`src/rtl/cdt_pkg.sv`:
```
package cdt_pkg;
  // word index of each register (addr[4:2])
  localparam int RG_LOAD  = 0;
  localparam int RG_COUNT = 1;
  localparam int RG_CTRL  = 2;
  localparam int RG_STAT  = 3;

  // control bit positions
  localparam int CTL_EN      = 0;
  localparam int CTL_PER     = 1;
  localparam int CTL_IE      = 2;
  localparam int CTL_PRE_LSB = 8;

  // write command seen by the count core
  typedef enum logic [1:0] {
    CMD_NONE  = 2'd0,
    CMD_LOAD  = 2'd1,
    CMD_COUNT = 2'd2,
    CMD_CTRL  = 2'd3
  } cmd_e;
endpackage

```
`src/rtl/cdt_prescale.sv`:
```
module cdt_prescale #(
  parameter int PRE_W = 8
) (
  input  logic             clk,
  input  logic             rst,
  input  logic             run,
  input  logic             restart,
  input  logic [PRE_W-1:0] presc,
  output logic             tick
);
  logic [PRE_W-1:0] div_q;

  assign tick = run && !restart && (div_q >= presc);

  always_ff @(posedge clk) begin
    if (rst || restart || !run) div_q <= '0;
    else if (div_q >= presc)    div_q <= '0;
    else                        div_q <= div_q + 1'b1;
  end
endmodule

```
`src/rtl/cdt_core.sv`:
```
module cdt_core
  import cdt_pkg::*;
#(
  parameter int CNT_W = 32
) (
  input  logic             clk,
  input  logic             rst,
  input  cmd_e             cmd,
  input  logic [CNT_W-1:0] wdata,
  input  logic             en,
  input  logic             per,
  input  logic             pz,
  input  logic             n_en,
  input  logic             n_per,
  input  logic             n_pz,
  input  logic             tick,
  output logic [CNT_W-1:0] load_q,
  output logic [CNT_W-1:0] count_q,
  output logic             run_q,
  output logic             expire,
  output logic             restart
);
  logic [CNT_W-1:0] load_d, cnt_d, cnt_eff;
  logic             run_d, mode_chg;

  assign mode_chg = (n_en != en) || (n_per != per);

  always_comb begin
    load_d  = load_q;
    cnt_d   = count_q;
    run_d   = run_q;
    expire  = 1'b0;
    restart = 1'b0;
    cnt_eff = count_q;
    if (cmd == CMD_LOAD) begin
      restart = 1'b1;
      load_d  = wdata;
      cnt_d   = wdata;
      run_d   = en && ((wdata != '0) || !pz);
    end else if (cmd == CMD_COUNT) begin
      restart = 1'b1;
      if (en && per && pz && (wdata == '0)) cnt_eff = load_q;
      else                                  cnt_eff = wdata;
      cnt_d = cnt_eff;
      run_d = en && ((cnt_eff != '0) || !pz);
    end else if ((cmd == CMD_CTRL) && mode_chg) begin
      restart = 1'b1;
      if (n_en && n_per && (count_q == '0)) cnt_eff = load_q;
      cnt_d = cnt_eff;
      run_d = n_en && ((cnt_eff != '0) || !n_pz);
    end else if (tick) begin
      if (count_q > CNT_W'(1)) begin
        cnt_d = count_q - 1'b1;
      end else if (count_q == CNT_W'(1)) begin
        cnt_d  = '0;
        expire = 1'b1;
        if (!per) run_d = 1'b0;
      end else if (!per) begin
        expire = 1'b1;
        run_d  = 1'b0;
      end else if (load_q != '0) begin
        cnt_d = load_q;
      end else if (!pz) begin
        expire = 1'b1;
      end else begin
        run_d = 1'b0;
      end
    end
  end

  always_ff @(posedge clk) begin
    if (rst) begin
      load_q  <= '0;
      count_q <= '0;
      run_q   <= 1'b0;
    end else begin
      load_q  <= load_d;
      count_q <= cnt_d;
      run_q   <= run_d;
    end
  end
endmodule

```
`src/rtl/cdt_timer.sv`:
```
module cdt_timer
  import cdt_pkg::*;
#(
  parameter int CNT_W  = 32,
  parameter int PRE_W  = 8,
  parameter int ADDR_W = 5
) (
  input  logic              clk,
  input  logic              rst,
  input  logic              wr_en,
  input  logic              rd_en,
  input  logic [ADDR_W-1:0] addr,
  input  logic [CNT_W-1:0]  wdata,
  output logic [CNT_W-1:0]  rdata,
  output logic              irq
);
  localparam int WORD_W = ADDR_W - 2;

  logic [WORD_W-1:0] word;
  logic              aligned, wr_load, wr_count, wr_ctrl, wr_stat, wr_stclr;
  logic              en_q, per_q, ie_q, status_q, pz, n_pz;
  logic [PRE_W-1:0]  presc_q;
  logic [CNT_W-1:0]  load_q, count_q, ctrl_rd;
  logic              run_q, tick, expire, restart;
  cmd_e              cmd;

  assign word     = addr[ADDR_W-1:2];
  assign aligned  = (addr[1:0] == 2'b00);
  assign wr_load  = wr_en && aligned && (word == WORD_W'(RG_LOAD));
  assign wr_count = wr_en && aligned && (word == WORD_W'(RG_COUNT));
  assign wr_ctrl  = wr_en && aligned && (word == WORD_W'(RG_CTRL));
  assign wr_stat  = wr_en && aligned && (word == WORD_W'(RG_STAT));
  assign wr_stclr = wr_stat && wdata[0];
  assign pz       = (presc_q == '0);
  assign n_pz     = (wdata[CTL_PRE_LSB +: PRE_W] == '0);

  always_comb begin
    cmd = CMD_NONE;
    if (wr_load)       cmd = CMD_LOAD;
    else if (wr_count) cmd = CMD_COUNT;
    else if (wr_ctrl)  cmd = CMD_CTRL;
  end

  cdt_core #(.CNT_W(CNT_W)) u_core (
    .clk(clk), .rst(rst), .cmd(cmd), .wdata(wdata),
    .en(en_q), .per(per_q), .pz(pz),
    .n_en(wdata[CTL_EN]), .n_per(wdata[CTL_PER]), .n_pz(n_pz),
    .tick(tick), .load_q(load_q), .count_q(count_q), .run_q(run_q),
    .expire(expire), .restart(restart)
  );

  cdt_prescale #(.PRE_W(PRE_W)) u_pre (
    .clk(clk), .rst(rst), .run(run_q), .restart(restart),
    .presc(presc_q), .tick(tick)
  );

  always_ff @(posedge clk) begin
    if (rst) begin
      en_q    <= 1'b0;
      per_q   <= 1'b0;
      ie_q    <= 1'b0;
      presc_q <= '0;
    end else if (wr_ctrl) begin
      en_q    <= wdata[CTL_EN];
      per_q   <= wdata[CTL_PER];
      ie_q    <= wdata[CTL_IE];
      presc_q <= wdata[CTL_PRE_LSB +: PRE_W];
    end
  end

  always_ff @(posedge clk) begin
    if (rst)           status_q <= 1'b0;
    else if (expire)   status_q <= 1'b1;
    else if (wr_stclr) status_q <= 1'b0;
  end

  always_ff @(posedge clk) begin
    if (rst) irq <= 1'b0;
    else     irq <= status_q && ie_q;
  end

  always_comb begin
    ctrl_rd                           = '0;
    ctrl_rd[CTL_EN]                   = en_q;
    ctrl_rd[CTL_PER]                  = per_q;
    ctrl_rd[CTL_IE]                   = ie_q;
    ctrl_rd[CTL_PRE_LSB +: PRE_W]     = presc_q;
  end

  always_ff @(posedge clk) begin
    if (rst) begin
      rdata <= '0;
    end else if (rd_en) begin
      if (!aligned)                         rdata <= '0;
      else if (word == WORD_W'(RG_LOAD))    rdata <= load_q;
      else if (word == WORD_W'(RG_COUNT))   rdata <= count_q;
      else if (word == WORD_W'(RG_CTRL))    rdata <= ctrl_rd;
      else if (word == WORD_W'(RG_STAT))    rdata <= {{(CNT_W-1){1'b0}}, status_q};
      else                                  rdata <= '0;
    end
  end
endmodule

```
`config.mk`:
```
export PLATFORM = sky130hd
export DESIGN_NAME = cdt_timer
export DESIGN_NICKNAME = d
export VERILOG_FILES = /design/src/rtl/cdt_pkg.sv /design/src/rtl/cdt_prescale.sv /design/src/rtl/cdt_core.sv /design/src/rtl/cdt_timer.sv
export SDC_FILE = /design/constraint.sdc
export NUM_CORES = 1
export LEC_CHECK = 0
export BUFFER_PORTS_ARGS = -buffer_cell sky130_fd_sc_hd__buf_2
export CAP_MARGIN = 20
export CORE_UTILIZATION = 30
export CTS_CLUSTER_SIZE = 14
export DETAILED_ROUTE_END_ITERATION = 16
export PLACE_DENSITY_LB_ADDON = 0.25
export SLEW_MARGIN = 20
export SYNTH_ARGS = -nofsm -noshare
export SYNTH_HDL_FRONTEND = slang
export SYNTH_SLANG_ARGS = --single-unit
```
`constraint.sdc`:
```
create_clock -name clk -period 4.9 [get_ports clk]
set_clock_uncertainty 0.05 [all_clocks]
set_input_delay 0.49 -clock clk [delete_from_list [all_inputs] [get_ports clk]]
set_output_delay 0.49 -clock clk [all_outputs]
set_load 0.1 [all_outputs]
```
==> results.txt <==
The flow ran to the end, and the final reports show no timing, DRC or antenna violations. The pin slew with the least headroom to its limit is 1.13 ns. The area of the die came out at 25100 um2. The initial antenna violation count is 0. Once the clock tree was built, the setup fixing pass inserted 0 buffers. At the worst endpoint, the required time is 5.17 ns. The die is 158 um wide. The count of final max-slew check failures is 0. The weighted congestion reported at the end of routability-driven placement is 0.973.

The top-level I/O count is 74. The total via count after detailed routing is 7904. The top cell types in the final layout, fill and taps aside, are nand2_1 (133), dfxtp_1 (118), a21oi_1 (98). The maximum number of pins on one net before global-route repair is 57. The placement row count is 56. The minimum clock period is 3.61 ns. The most critical setup path has its startpoint at u_core.count_q[0]$_SDFFE_PP0P_. The final total negative setup slack is 0 ns. The final routed wire length divided by cell count came out at 21.2 um.

The flop and latch count out of synthesis is 118. Headroom to the max-slew limit came out at 24.4%. The share of synthesized flip-flops with an asynchronous set or reset is 0%. The root buffer cell chosen for the clock tree is clkbuf_16. The fraction of synthesized cell area in xor and xnor cells is 1.43%. The startpoint of the most critical register-to-register path is u_core.count_q[0]$_SDFFE_PP0P_. The most frequently used flop master after synthesis is dfxtp_1. The mean area per synthesized cell came out at 7.60 um2. The sum of net half-perimeters after detailed placement came out at 19.4 mm. IR analysis of the VDD net gives a maximum drop of 0.224 mV. The first detailed-routing pass ran for 5 iterations. The count of antenna diodes in the layout is 0. The number of warning messages in the yosys log is 0.

The H-tree depth reported by CTS is 4. The tool flagged a number of max-cap violations equal to 0. The maximum fanout along the worst path came out at 11. The initial cell density of the core came out at 30.9%.

The number of port buffers is 73. The CTS sink count is 118. The routed wire length is 28.1 mm.

For this design the ratio of total power to cell area is 463 nW/um2. The count of cells along the worst register-to-register path came out at 8. STA classifies the critical path startpoint as a register.

TritonCTS built the clock tree. The clock passes through at most 2 buffers. The post-synthesis cell count is 965.

The library cell used most frequently in the layout, excluding fill and tap cells, is nand2_1. The global router's overall resource usage is 22.9%. The area of the mapped netlist came out at 7340 um2. Global routing finished with a remaining overflow of 0. The number of clock buffers added by TritonCTS is 17. Routed signal wires occupy layers up through met4. The core area is 23800 um2. The hold violation count in the final report came to 0. After layout, the worst path uses 73.6% of the clock period.

Summed over all cells, the static leakage comes to 3.11 nW. Yosys mapped the design onto 76 distinct sky130hd cell types. The critical path is of the reg2reg type. In the final layout, the share of cells above drive strength 1 is 16.0%. After detailed routing, the wire length on met1 is 12.7 mm. The net count after synthesis is 1017. Setup repair after global routing left no endpoint under its margin. The worst setup path is captured at a register.

In this run the critical register-to-register path is captured at u_core.count_q[21]$_SDFFE_PP0P_. The most critical setup path has its endpoint at u_core.count_q[21]$_SDFFE_PP0P_. The tightest min-delay check is of the in2reg type. The timing-limited maximum frequency came out at 277 MHz.

In the detailed route, the total length drawn on met3 is 2.55 mm. The clock edge transition at the registers on the reported setup and hold paths came out at 0.06 ns. The adder and majority gate portion of the synthesized area came out at 1.88%. After clock tree synthesis, the flow added hold-fix buffers numbering 0. The area growth from synthesis to layout is 16.5%. Once detail routing completed, the nets flagged for antenna violations numbered 0. Setup violations remaining at the end of the flow were counted as 0.

The insertion delay to the later sink of the worst-skew pair came out at 0.43 ns. The via density per instance is 5.97. The total of cells resized after clock tree synthesis is 0. The data arrival at the endpoint of the critical path is 3.88 ns. The register-to-register path setup slack is 1.29 ns. The number of global-route vias before repair came out at 7077. The die height is 158 um. The proportion of synthesized area in mux cells is 0.767%. The wire length of the first global-routing pass came out at 43.2 mm. The net total in the final layout came out at 1043.

In this run, synthesis inferred 0 flip-flops with an integrated enable. The DRC violation total after the first TritonRoute iteration is 996. After synthesis, the largest family of logic cells by area is simple AND/OR/NAND/NOR gates. The synthesized-area fraction occupied by ao, oa, aoi and oai cells came out at 28.2%. Of the total synthesized cell area, the portion taken by AND, OR, NAND and NOR gates is 29.6%. The register area share after synthesis is 32.2%.

The total met2 wirelength after detailed routing is 11.9 mm. The overall power after layout came out at 0.00396 W. In the routed design, unresolved DRC markers number 0.
[logic make-up after synthesis]
| group | Yosys count |
|---|---|
| flops | 118 |
| fa+ha+maj | 11 |
| xor+xnor | 12 |
| compound gates | 292 |
| mux | 4 |
| buf+inv | 106 |
| simple gates | 422 |
[how the worst min path moves through the flow]
stage,from,end,slack (ns),cells after the start
3_3_place_gp,u_pre.div_q[0]$_SDFF_PP0_,u_pre.div_q[0]$_SDFF_PP0_,0.40,1
6_report,wdata[18],u_core.load_q[18]$_SDFFE_PP0P_,0.27,3
4_1_cts,wdata[18],u_core.load_q[18]$_SDFFE_PP0P_,0.26,3
3_5_place_dp,u_pre.div_q[0]$_SDFF_PP0_,u_pre.div_q[0]$_SDFF_PP0_,0.41,1
2_1_floorplan,u_pre.div_q[0]$_SDFF_PP0_,u_pre.div_q[0]$_SDFF_PP0_,0.38,1
5_1_grt,wdata[18],u_core.load_q[18]$_SDFFE_PP0P_,0.26,3
[critical path, cell delays in order (launching register included)]
cell and delay [ns]:
dfxtp_1 0.37, inv_1 0.14, ha_1 0.29, or3b_2 0.54
nor2_1 0.28, nand4_1 0.38, nor2_1 0.89, a221oi_1 0.22
o32ai_1 0.34
[area by class of cell]
class	count	area (um2)
timing repair buffer	89	488
inverter	24	90.1
fill	2542	15200
clock inverter	14	175
tap	319	399
sequential	118	2360
multi-input combinational	741	4590
clock buffer	18	439
[state kept, by name, summed over array words and instances, names as in the netlist]
register and count:
u_core.load_q 32, status_q 1, irq 1, rdata 32
u_core.count_q 32, ie_q 1, presc_q 8, u_core.run_q 1
u_pre.div_q 8, en_q 1, per_q 1
[Yosys cell counts, types with 11 or more instances]
| master | number | share of area (%) |
|---|---|---|
| clkbuf_1 | 63 | 3.2 |
| ha_1 | 11 | 1.9 |
| a211oi_1 | 12 | 1.2 |
| o31ai_1 | 14 | 1.4 |
| or3_1 | 13 | 1.1 |
| a22o_1 | 31 | 3.7 |
| or4_1 | 13 | 1.3 |
| buf_2 | 12 | 0.82 |
| nor2b_1 | 39 | 3.3 |
| o22ai_1 | 11 | 0.94 |
| a311oi_1 | 13 | 1.6 |
| nor4_1 | 22 | 1.9 |
| dfxtp_1 | 118 | 32 |
| nand4_1 | 21 | 1.8 |
| inv_1 | 24 | 1.2 |
| o21ai_0 | 25 | 1.7 |
| a21oi_1 | 98 | 6.7 |
| nor3_1 | 29 | 2.0 |
| nor2_1 | 83 | 4.2 |
| nand2_1 | 133 | 6.8 |
| nand3_1 | 25 | 1.7 |
[layer usage]
metal	up-vias	GRT usage (%)
li1	3656	-
met1	3755	32.9
met2	432	33.0
met3	61	3.95
met4	0	10.1
met5	-	0
[where the power goes]
group	internal, W	total (W)	leakage [nW]	switching [W]
registers	0.000991	0.00105	0.952	0.0000629
clock network	0.000817	0.00132	0.282	0.000499
logic	0.000563	0.00159	1.87	0.00103
total	0.00237	0.00396	3.11	0.00159
[stage by stage]
step	std cells	util [%]	hold slack (ns)	setup WS [ns]	area (um2)
after floorplan	965	-	0.380	2.14	7340
after global placement	1291	33.4	0.398	1.43	7930
after detailed placement	1291	33.4	0.405	1.38	7930
after CTS	1323	36.0	0.256	1.41	8540
after global routing	1323	36.0	0.260	1.01	8540
final	1323	36.0	0.273	1.29	8540
No activity file was read; power rests on OpenSTA's default activity.
